===== src/rtl/rob_pkg.sv =====
package rob_pkg;

    // Life cycle of one buffer slot
    typedef enum logic [1:0] {
        SLOT_FREE = 2'd0,
        SLOT_WAIT = 2'd1,
        SLOT_DONE = 2'd2
    } slot_state_e;

    // Per-cycle handshake outcomes shared between the sub-blocks
    typedef struct packed {
        logic disp_fire;
        logic cmt_fire;
        logic flush_ok;
    } rob_ctrl_t;

    // Distance of a slot from the head, wrapping modulo the ring size
    function automatic logic [15:0] ring_dist(input logic [15:0] slot,
                                              input logic [15:0] head,
                                              input logic [15:0] mask);
        return (slot - head) & mask;
    endfunction

endpackage


===== src/rtl/rob_ptr_ctrl.sv =====
module rob_ptr_ctrl #(
    parameter int DEPTH = 8,
    localparam int IDX_W = $clog2(DEPTH),
    localparam int PTR_W = IDX_W + 1
) (
    input  logic             clk,
    input  logic             rst,
    input  rob_pkg::rob_ctrl_t ctrl,
    input  logic [IDX_W-1:0] flush_off,
    output logic [PTR_W-1:0] head_ptr,
    output logic [PTR_W-1:0] tail_ptr,
    output logic [PTR_W-1:0] count,
    output logic             full,
    output logic             empty
);
    logic [PTR_W-1:0] head_q, tail_q;
    logic [PTR_W-1:0] head_d, tail_d;

    always_comb begin
        head_d = head_q;
        tail_d = tail_q;
        if (ctrl.cmt_fire)
            head_d = head_q + 1'b1;
        if (ctrl.flush_ok)
            // rewind to the slot right after the branch, measured from the old head
            tail_d = head_q + {1'b0, flush_off} + 1'b1;
        else if (ctrl.disp_fire)
            tail_d = tail_q + 1'b1;
    end

    always_ff @(posedge clk) begin
        if (rst) begin
            head_q <= '0;
            tail_q <= '0;
        end else begin
            head_q <= head_d;
            tail_q <= tail_d;
        end
    end

    assign head_ptr = head_q;
    assign tail_ptr = tail_q;
    assign count    = tail_q - head_q;
    assign full     = (count == PTR_W'(DEPTH));
    assign empty    = (count == '0);
endmodule


===== src/rtl/rob_flush_mask.sv =====
module rob_flush_mask #(
    parameter int DEPTH = 8,
    localparam int IDX_W = $clog2(DEPTH),
    localparam int PTR_W = IDX_W + 1
) (
    input  logic             flush_valid,
    input  logic [IDX_W-1:0] flush_idx,
    input  logic [IDX_W-1:0] head_idx,
    input  logic [PTR_W-1:0] count,
    output logic             flush_ok,
    output logic [IDX_W-1:0] flush_off,
    output logic [DEPTH-1:0] kill_mask
);
    localparam logic [15:0] RING_MASK = 16'(DEPTH - 1);

    assign flush_off = IDX_W'(rob_pkg::ring_dist(16'(flush_idx), 16'(head_idx), RING_MASK));
    // only a branch inside the occupied window may trigger a purge
    assign flush_ok  = flush_valid && ({1'b0, flush_off} < count);

    for (genvar i = 0; i < DEPTH; i++) begin : g_kill
        logic [IDX_W-1:0] dist_i;
        assign dist_i = IDX_W'(rob_pkg::ring_dist(16'(i), 16'(head_idx), RING_MASK));
        assign kill_mask[i] = flush_ok && (dist_i > flush_off);
    end
endmodule


===== src/rtl/rob_slot_array.sv =====
module rob_slot_array #(
    parameter int DEPTH  = 8,
    parameter int TAG_W  = 8,
    parameter int DATA_W = 32,
    localparam int IDX_W = $clog2(DEPTH)
) (
    input  logic              clk,
    input  logic              rst,
    input  logic              alloc_we,
    input  logic [IDX_W-1:0]  alloc_idx,
    input  logic [TAG_W-1:0]  alloc_tag,
    input  logic              cmpl_valid,
    input  logic [IDX_W-1:0]  cmpl_idx,
    input  logic [DATA_W-1:0] cmpl_data,
    input  logic              retire_we,
    input  logic [IDX_W-1:0]  retire_idx,
    input  logic [DEPTH-1:0]  kill_mask,
    input  logic [IDX_W-1:0]  rd_idx,
    output rob_pkg::slot_state_e rd_state,
    output logic [TAG_W-1:0]  rd_tag,
    output logic [DATA_W-1:0] rd_data
);
    import rob_pkg::*;

    slot_state_e       state_a [DEPTH];
    logic [TAG_W-1:0]  tag_a   [DEPTH];
    logic [DATA_W-1:0] data_a  [DEPTH];

    for (genvar i = 0; i < DEPTH; i++) begin : g_slot
        logic hit_alloc, hit_cmpl, hit_retire;
        assign hit_alloc  = alloc_we   && (alloc_idx  == IDX_W'(i));
        assign hit_cmpl   = cmpl_valid && (cmpl_idx   == IDX_W'(i)) && (state_a[i] == SLOT_WAIT);
        assign hit_retire = retire_we  && (retire_idx == IDX_W'(i));

        always_ff @(posedge clk) begin
            if (rst) begin
                state_a[i] <= SLOT_FREE;
                tag_a[i]   <= '0;
                data_a[i]  <= '0;
            end else if (kill_mask[i] || hit_retire) begin
                state_a[i] <= SLOT_FREE;
            end else if (hit_alloc) begin
                state_a[i] <= SLOT_WAIT;
                tag_a[i]   <= alloc_tag;
            end else if (hit_cmpl) begin
                state_a[i] <= SLOT_DONE;
                data_a[i]  <= cmpl_data;
            end
        end
    end

    assign rd_state = state_a[rd_idx];
    assign rd_tag   = tag_a[rd_idx];
    assign rd_data  = data_a[rd_idx];
endmodule


===== src/rtl/rob_inorder_commit.sv =====
module rob_inorder_commit #(
    parameter int DEPTH  = 8,
    parameter int TAG_W  = 8,
    parameter int DATA_W = 32,
    localparam int IDX_W = $clog2(DEPTH),
    localparam int PTR_W = IDX_W + 1
) (
    input  logic              clk,
    input  logic              rst,
    input  logic              disp_valid,
    input  logic [TAG_W-1:0]  disp_tag,
    output logic              disp_ready,
    output logic [IDX_W-1:0]  disp_idx,
    input  logic              cmpl_valid,
    input  logic [IDX_W-1:0]  cmpl_idx,
    input  logic [DATA_W-1:0] cmpl_data,
    input  logic              cmt_ready,
    output logic              cmt_valid,
    output logic [TAG_W-1:0]  cmt_tag,
    output logic [DATA_W-1:0] cmt_data,
    input  logic              flush_valid,
    input  logic [IDX_W-1:0]  flush_idx
);
    import rob_pkg::*;

    rob_ctrl_t        ctrl;
    logic [PTR_W-1:0] head_ptr, tail_ptr, count;
    logic             full, empty;
    logic [IDX_W-1:0] head_idx, flush_off;
    logic [DEPTH-1:0] kill_mask;
    logic             flush_ok;
    slot_state_e      head_state;
    logic [TAG_W-1:0] head_tag;
    logic [DATA_W-1:0] head_data;
    logic             head_bypass;

    assign head_idx = head_ptr[IDX_W-1:0];
    assign disp_idx = tail_ptr[IDX_W-1:0];

    // a flush owns the allocation pointer for its cycle
    assign disp_ready = !full && !flush_valid;

    // completion to the head is folded in before the retire decision
    assign head_bypass = cmpl_valid && (cmpl_idx == head_idx) && (head_state == SLOT_WAIT);
    assign cmt_valid   = !empty && ((head_state == SLOT_DONE) || head_bypass);
    assign cmt_tag     = head_tag;
    assign cmt_data    = head_bypass ? cmpl_data : head_data;

    assign ctrl.disp_fire = disp_valid && disp_ready;
    assign ctrl.cmt_fire  = cmt_valid && cmt_ready;
    assign ctrl.flush_ok  = flush_ok;

    rob_ptr_ctrl #(.DEPTH(DEPTH)) ptr_i (
        .clk       (clk),
        .rst       (rst),
        .ctrl      (ctrl),
        .flush_off (flush_off),
        .head_ptr  (head_ptr),
        .tail_ptr  (tail_ptr),
        .count     (count),
        .full      (full),
        .empty     (empty)
    );

    rob_flush_mask #(.DEPTH(DEPTH)) mask_i (
        .flush_valid (flush_valid),
        .flush_idx   (flush_idx),
        .head_idx    (head_idx),
        .count       (count),
        .flush_ok    (flush_ok),
        .flush_off   (flush_off),
        .kill_mask   (kill_mask)
    );

    rob_slot_array #(.DEPTH(DEPTH), .TAG_W(TAG_W), .DATA_W(DATA_W)) slots_i (
        .clk        (clk),
        .rst        (rst),
        .alloc_we   (ctrl.disp_fire),
        .alloc_idx  (disp_idx),
        .alloc_tag  (disp_tag),
        .cmpl_valid (cmpl_valid),
        .cmpl_idx   (cmpl_idx),
        .cmpl_data  (cmpl_data),
        .retire_we  (ctrl.cmt_fire),
        .retire_idx (head_idx),
        .kill_mask  (kill_mask),
        .rd_idx     (head_idx),
        .rd_state   (head_state),
        .rd_tag     (head_tag),
        .rd_data    (head_data)
    );
endmodule



===== config.mk =====
export PLATFORM = sky130hd
export DESIGN_NAME = rob_inorder_commit
export DESIGN_NICKNAME = d
export VERILOG_FILES = /design/src/rtl/rob_pkg.sv /design/src/rtl/rob_ptr_ctrl.sv /design/src/rtl/rob_flush_mask.sv /design/src/rtl/rob_slot_array.sv /design/src/rtl/rob_inorder_commit.sv
export SDC_FILE = /design/constraint.sdc
export NUM_CORES = 1
export LEC_CHECK = 0
export ABC_CLOCK_PERIOD_IN_PS = 6100
export BUFFER_PORTS_ARGS = -buffer_cell sky130_fd_sc_hd__buf_2
export CAP_MARGIN = 25
export CORE_UTILIZATION = 45
export CTS_CLUSTER_DIAMETER = 100
export DETAILED_ROUTE_END_ITERATION = 7
export GPL_ROUTABILITY_DRIVEN = 0
export GPL_TIMING_DRIVEN = 0
export PLACE_DENSITY = 0.7
export SYNTH_ARGS = -nofsm -noshare
export SYNTH_HDL_FRONTEND = slang
export SYNTH_SLANG_ARGS = --single-unit

===== constraint.sdc =====
create_clock -name clk -period 6.1 [get_ports clk]
set_input_delay 0.305 -clock clk [delete_from_list [all_inputs] [get_ports clk]]
set_output_delay 0.305 -clock clk [all_outputs]
set_load 0.05 [all_outputs]

[Yosys cells after proc, flatten, opt, wreduce, memory -nomap -nowiden]
Memories as Yosys holds them, arrays and structs flattened. A register that Yosys moved wholly into a read port is not among the register bits.
Index checks and enable logic that the tools add are counted.
Word-level totals
  register bits after elaboration: 8
  memory bits (writable): 336
  input bits: 52
  output and inout bits: 45
  word-level logic and storage cells: 312
  memories: 3
Operators by class
  $add $sub $neg: 14
  magnitude comparators: 9
  eq/ne operators: 33
  muxes and demuxes: 147
  bitwise logic cells: 40
  reduce and logical (&&, ||, !) cells: 64
Memory list
  slots_i.data_a: depth 8, width 32, rd ports 1, clocked after Yosys merged registers in 1, wr ports 8, line rob_slot_array.sv:27  | logic [DATA_W-1:0] data_a [DEPTH];
  slots_i.tag_a: depth 8, width 8, rd ports 1, clocked after Yosys merged registers in 1, wr ports 8, line rob_slot_array.sv:26  | logic [TAG_W-1:0] tag_a [DEPTH];
  slots_i.state_a: depth 8, width 2, rd ports 9, clocked after Yosys merged registers in 1, wr ports 8, line rob_slot_array.sv:25  | slot_state_e state_a [DEPTH];
Operators by type and width (number)
  two-way mux 32 bit: 9
  two-way mux 1 bit: 98
  two-way mux 8 bit: 8
  two-way mux 2 bit: 24
  logical AND 1 bit: 47
  bitwise OR 1 bit: 40
  == test 3 bit (second input constant): 12
  greater-than comparator 3 bit: 8
  == test 2 x 1 -> 1 bit (second input constant): 9
  == test 3 x 2 -> 1 bit (second input constant): 6
  two-way mux 3 bit: 6
  adder 4 x 1 -> 4 bit (second input constant): 3
  subtractor 3 bit (first input constant): 4
  == test 3 x 1 -> 1 bit (second input constant): 3
  zero test 3 bit: 3
  logical OR 1 bit: 9
  two-way mux 4 bit: 2
  subtractor 1 x 3 -> 3 bit (first input constant): 2
  subtractor 2 x 3 -> 3 bit (first input constant): 2
  adder 4 x 3 -> 4 bit: 1
  == test 4 bit (second input constant): 1
  zero test 4 bit: 1
  < comparator 3 x 4 -> 1 bit: 1
  subtractor 4 bit: 1
  5 further kinds: 7

[Depth between registers and ports, before layout]
Gate-level depths: netlist of run 1.
  depth after elaboration: 14
  gate-level depth with buffers: 13
  mapped depth without buffers: 12

[By module]
Synthesis of run 1 repeated with hierarchy kept, for this count alone.
Second synthesis, totals
  cell total of the unflattened synthesis: 1176
  area total of the unflattened synthesis: 16851.2 um^2
By module, submodules not included
  rob_slot_array: instances 1, cells an instance 989, area each 15179.6 um^2, sequential area each 10089.7 um^2
  rob_ptr_ctrl: instances 1, cells an instance 69, area each 618.1 um^2, sequential area each 160.2 um^2
  rob_flush_mask: instances 1, cells an instance 72, area each 566.8 um^2, sequential area each 0.0 um^2
  rob_inorder_commit: instances 1, cells an instance 46, area each 486.7 um^2, sequential area each 0.0 um^2

[Worst setup path after synthesis of run 1]
OpenSTA, ideal clock, no wires.
  path type: reg-to-reg
  start: reg ptr_i.head_q[1], in the netlist ptr_i.head_ptr[1]
  end: mem slots_i.data_a[6][0] (enable)
  setup time: 394 ps
  arrival time: 3542 ps
  required time: 5706 ps
  setup slack: 2164 ps
  stages on the path, launching flop included: 11
  buffers on the path: 0
  clock period less this slack: 3936 ps
  cell sequence: dfxtp_1 -> inv_1 -> fa_1 -> inv_1 -> ha_1 -> nor2b_1 -> a2bb2oi_1 -> maj3_1 -> a32oi_1 -> nand3_1 -> nand2b_1
RTL lines
  start: declaration: line rob_ptr_ctrl.sv:16  | logic [PTR_W-1:0] head_q, tail_q;
  start signal: assignment: line rob_ptr_ctrl.sv:33  | head_q <= '0;
  start signal: assignment: line rob_ptr_ctrl.sv:36  | head_q <= head_d;
  end: declaration: line rob_slot_array.sv:27

==> flow_summary.toml, run 1 <==
[layout]
final_area_sq_um = 19100
drive_above_1_share_pct = 21.8
layout.nets = 1492
synthToLayoutAreaGrowth_pct = 14.4
diodes = 0
post-route-util_pct = 52.2

[yosys]
synth_edf_count = 336
synth.distinct_cells = 54
synth_top_cell_by_area = "edfxtp_1"
synth_seq_area_share_pct = 61.7
syn_nets = 1349
synth_area_sq_um = 16700
avgSynthCellArea_sq_um = 13.2
synth_top_area_share_pct = 60.4
synth-seq-cells = 347
synth.area.top_cells = "edfxtp_1 60%, mux4_2 11%, nor2_1 7.9%, ha_1 2.3%, nand2b_1 2.3%"
synthArstFlopShare_pct = 0
ys_warn_count = 0
ys_dominant_reg_cell = "edfxtp_1"
synthCells = 1263

[power]
peakVddDrop_v = 0.000205
leakagePower_uw = 0.00663
power_density_nw_per_um2 = 352

[clocking]
clk_path_buf_depth = 3
cts_tree = "done"
clk_pin_slew_ps = 60
clkSinkCount = 347
cts_resized = 0
htree_levels = 2
ctsHoldBuffers = 0
cts_setup_buffers = 0
clk_latency_ps = 540
cts_buffers = 36
cts_root_buffer = "clkbuf_16"

[die]
start_util_pct = 45.6
core_area_sq_um = 36600
die-area_sq_um = 37900
io_pins = 97
die_w_um = 195
die_y_um = 195
num_rows = 70

[drt]
postRouteWirelength_mm = 40.6
dr.pass1.iters = 5
viasPerCell = 5.61
drt.antenna.violating_nets = 0
drt_iter0_drc = 881
route.detailed.drc = 0
vias = 10700
wl_per_cell_um = 21.4

[grt]
grt-ovfl-total = 0
grt_pass1_wl_mm = 61.9
first_global_vias = 10800
antenna_found_initial = 1
grt_max_degree = 21
grt_usage_pct = 21.7

[sta]
max_slew_margin_pct = 35.6
fin_tns_setup_ps = 0
setup_violations = 0
finalCritPeriodShare_pct = 73.8
period_needed_ps = 4500
maxSlewViolCount = 0
clock_skew_ps = 24.5
fmax_mhz = 222
rsz0062_at_grt = "false"
tightest_slew_ps = 966
finalHoldViolations = 0

[critical_path]
r2r_slack_ps = 1600
cp.required_ps = 6330
endpoint_kind = "register"
arrival_ps = 4730
startpoint_type = "register"
critPathKind = "register to register"
crit_fanout = 18

[job]
maxCapViolCount = 0

[place]
placed_area_sq_um = 18000
portBuffers = 96
dp_hpwl_mm = 27.8

[min_path]
min_path_type = "input pin to register"

[run_status]
status = "complete, no violations"
## layout make-up
class | count | area [sq um]
Tap cell | 468 | 586
Clock buffer | 50 | 983
Buffer | 114 | 513
Inverter | 18 | 67.6
Fill cell | 3088 | 17500
Multi-Input combinational cell | 784 | 5840
Timing Repair Buffer | 105 | 693
Clock inverter | 16 | 120
Sequential cell | 347 | 10300
## where the power goes
group          switching [uW]  total, uW  leakage (uW)  internal (uW)
registers                64.5       2850       0.00357           2790
logic                    1130       1780       0.00252            647
clock network             940       2090      0.000544           1150
## state kept, by name (all words and copies together), names as in the netlist, named ones only
| register | cells |
|---|---|
| ptr_i.head_ptr | 4 |
| slots_i.state_a | 16 |
| ptr_i.tail_ptr | 4 |
| slots_i.tag_a | 64 |
| slots_i.data_a | 256 |
## path summary, 6_finish.rpt
path | from | endpoint | cells past startpoint
worst max-delay path | ptr_i.head_ptr[1] | slots_i.data_a[6][17] | 11
worst min-delay path | cmpl_data[3] | slots_i.data_a[7][3] | 4
worst max register to register | ptr_i.head_ptr[1] | slots_i.data_a[6][17] | 11
worst min register to register | ptr_i.tail_ptr[3] | ptr_i.tail_ptr[3] | 2
## cells by family (layout without fill, tap and decap cells)
| kind of cell | Yosys count | in the layout | share of synthesized area (%) |
|---|---|---|---|
| AND/OR/NAND/NOR | 514 | 514 | 13.3 |
| flip-flops | 347 | 347 | 61.7 |
| buffers and inverters | 132 | 303 | 3.47 |
| multiplexers | 130 | 130 | 14.2 |
| AO/OA/AOI/OAI | 87 | 87 | 3.59 |
| adder cells (fa/ha/maj) | 37 | 37 | 2.86 |
| XOR/XNOR | 16 | 16 | 0.921 |
## routing by layer
layer / GRT usage [%] / part of all wire, % / vias to the layer above
li1: - / - / 4856
met1: 28.5 / 41 / 5322
met2: 36.1 / 49 / 401
met3: 3.73 / 7.0 / 91
met4: 8.52 / 3.5 / 0
met5: 0 / 0 / -
## cells in the mapped netlist (all sizes together) (10+ instances only)
cell type,n
dfxtp,11
xnor2,11
inv,18
clkbuf,30
ha,31
nand2b,62
mux2,10
nand3,20
o211ai,10
edfxtp,336
nor2,351
mux4,84
buf,84
mux2i,36
nand2,46
o21ai,44
## stage by stage
step                total power (uW)  instances  hold slack [ps]  worst slack (ps)
finish                          6720       1902              287              1600
global placement                4630       1827              618               819
CTS                             6720       1901              286              1610
detailed placement              4670       1835              631              1660
global route                    6960       1902              316              1320
floorplan                       4210       1263              590              2160
## cell usage in the layout, fill, tap and decap left out, drive strengths merged, types with 3 or more instances in the layout
| cell | n |
|---|---|
| nor2 | 351 |
| edfxtp | 336 |
| buf | 189 |
| mux4 | 84 |
| clkbuf | 80 |
| nand2b | 62 |
| nand2 | 46 |
| o21ai | 44 |
| mux2i | 36 |
| ha | 31 |
| inv | 21 |
| nand3 | 20 |
| clkinv | 13 |
| xnor2 | 11 |
| dfxtp | 11 |
| mux2 | 10 |
| o211ai | 10 |
| nand4 | 7 |
| a21oi | 7 |
| a31oi | 6 |
| and3 | 5 |
| nor2b | 5 |
| xor2 | 4 |
| nor4b | 4 |
| a32oi | 3 |
| maj3 | 3 |
| a211oi | 3 |
| fa | 3 |
## worst max-delay path, stage by stage (launching register included)
cell and delay [ps]:
dfxtp_1 630, inv_1 330, fa_1 640, inv_1 150
ha_1 340, nor2b_1 130, a2bb2oi_1 160, maj3_1 400
a32oi_1 260, nand3_1 360, nand2b_2 540, buf_12 260
Power figures use the tool's default switching activity.
==> run 2: changes to the inputs <==
Settings changed: ABC_CLOCK_PERIOD_IN_PS 6100 to 4200.
Clock period 6.1 ns to 4.2 ns, I/O delays scaled along.
==> run 2 against run 1 <==
Effect of this change: clock skew is 5.0 ps higher; critical endpoint is now cmt_data[31]; highest routed layer unchanged; clock-buffer cell count unchanged; clock power grew 44%; sequential power up 45%; largest power group unchanged; sequential cell count is the same; critical path type is now register to output pin; utilization rose by 0.39 points.
==> flow_summary.toml, run 2 (synthesis gave the netlist of run 1 again) <==
[sta]
maxSlewViolCount = 0
finalCritPeriodShare_pct = 95.4
tightest_slew_ps = 955
fmax_mhz = 250
finalHoldViolations = 0
rsz0062_at_grt = "false"
period_needed_ps = 4010
setup_ws_ps = 193
clock_skew_ps = 29.5
max_slew_margin_pct = 36.4
holdWs_ps = 192
setup_violations = 0

[layout]
synthToLayoutAreaGrowth_pct = 15.2
layout.nets = 1497
largest_reg_flops = 256
reg.largest.list = "slots_i.data_a (256), slots_i.tag_a (64), slots_i.state_a (16)"
top_register = "slots_i.data_a"
most-common-layout-cells = "351 x nor2_1, 336 x edfxtp_1, 125 x buf_2, 84 x mux4_2, 54 x nand2b_1"
diodes = 0
drive_above_1_share_pct = 22.3
layout.cells.non_filler = 1907
layout_commonest_cell = "nor2_1"

[drt]
viasPerCell = 5.64
drt_iter0_drc = 858
wl_per_cell_um = 21.5
route.detailed.drc = 0
dr.pass1.iters = 5
postRouteWirelength_mm = 40.9
vias = 10800
drt.antenna.violating_nets = 0

[grt]
first_global_vias = 10900
antenna_found_initial = 1
grt_usage_pct = 21.9
grt_pass1_wl_mm = 62.3
grt-ovfl-total = 0
grt_max_degree = 21

[clocking]
clk_pin_slew_ps = 60
ctsHoldBuffers = 0
cts_buffers = 36
clk_path_buf_depth = 3
clkSinkCount = 347
cts_root_buffer = "clkbuf_16"
clk_latency_ps = 550
cts_tree = "done"
htree_levels = 2

[critical_path]
endpoint_kind = "output pin"
startpoint_type = "register"
arrival_ps = 3800
critPathKind = "register to output pin"
cp.required_ps = 3990
crit_fanout = 10

[power]
pwr-share-seq_pct = 42.3
p_int_uw = 6670
combPwrFrac_pct = 26.8
swShare_pct = 31.8
peakVddDrop_v = 0.000295
net-switching-power_uw = 3110
leakagePower_uw = 0.00673
clockPowerShare_pct = 30.9
power_density_nw_per_um2 = 508

[place]
portBuffers = 96
dp.cells = 1835
pre_cts_ws_ps = -238
dp_hpwl_mm = 27.8

[die]
core_area_sq_um = 36600
die_y_um = 195
io_pins = 97
start_util_pct = 45.6
die-area_sq_um = 37900
die_w_um = 195
num_rows = 70

[min_path]
min_path_type = "input pin to register"

[run_status]
status = "complete, no violations"

[job]
maxCapViolCount = 0
[run 2: cell types whose count changed in the layout (fill, tap and decap cells not counted)]
cell	previous run	this run
o221ai_2	1	0
dfxtp_1	11	10
dfxtp_2	0	1
xnor2_2	0	1
o221ai_4	0	1
xnor2_1	11	10
nand2b_2	8	1
buf_4	7	8
clkbuf_1	41	40
buf_12	3	7
nand2b_4	0	7
clkbuf_2	0	1
[run 2: worst paths after layout]
kind / startpoint / endpoint / slack [ps] / cells past startpoint
setup / recovery: register / cmt_data[31] / 190 / 10
hold / removal: cmpl_data[6] / slots_i.data_a[6][6] / 190 / 4
setup reg to reg: ptr_i.tail_ptr[0] / slots_i.tag_a[1][4] / 260 / 10
hold reg to reg: ptr_i.tail_ptr[3] / ptr_i.tail_ptr[3] / 650 / 2
[run 2: per-stage QoR]
| step | util [%] | TNS [ps] | area (sq um) | power, uW |
|---|---|---|---|---|
| after floorplan | - | 0 | 16700 | 6120 |
| after global placement | 48.6 | -231290 | 17800 | 6720 |
| after detailed placement | 49.1 | -15450 | 18000 | 6780 |
| after CTS | 52.5 | 0 | 19200 | 9790 |
| after global routing | 52.6 | 0 | 19300 | 10100 |
| final | 52.6 | 0 | 19300 | 9780 |
[run 2: cell type report]
class | count | area, sq um
Fill cell | 3070 | 17400
Sequential cell | 347 | 10300
Multi-Input combinational cell | 784 | 5890
Clock buffer | 50 | 983
Timing Repair Buffer | 110 | 781
Tap cell | 468 | 586
Buffer | 114 | 514
Clock inverter | 16 | 120
Inverter | 18 | 67.6
[run 2: power by group through the flow]
stage	clock network [uW]	logic, uW	registers [uW]
after global routing	3190	2800	4160
final	3020	2620	4140
after CTS	3040	2600	4140
after global placement	0	2510	4210
after detailed placement	0	2570	4210
after floorplan	0	1940	4180
[run 2: worst max-delay path: stages (launching register included)]
cell      delay (ps)
dfxtp_1          440
clkbuf_1         500
mux4_2           310
mux2i_1          100
nor3_1           230
buf_4            260
buf_2            340
clkbuf_1         460
nand2_1          110
o21ai_0          160
buf_2            330
[run 2: repair_timing]
item / CTS / global route
gates resized for setup: 6 / 6
hold endpoints to repair: 0 / 0
setup endpoints to repair: 139 / 278
buffers inserted: 5 / 0
[run 2: metal layers]
metal  share of wire (%)  vias to the layer above  global-route usage, %
li1                    -                     4858                      -
met5                   0                        -                      0
met2                  49                      477                   36.4
met4                 3.6                        0                   9.05
met3                 8.3                       91                   3.70
met1                  39                     5327                   28.5
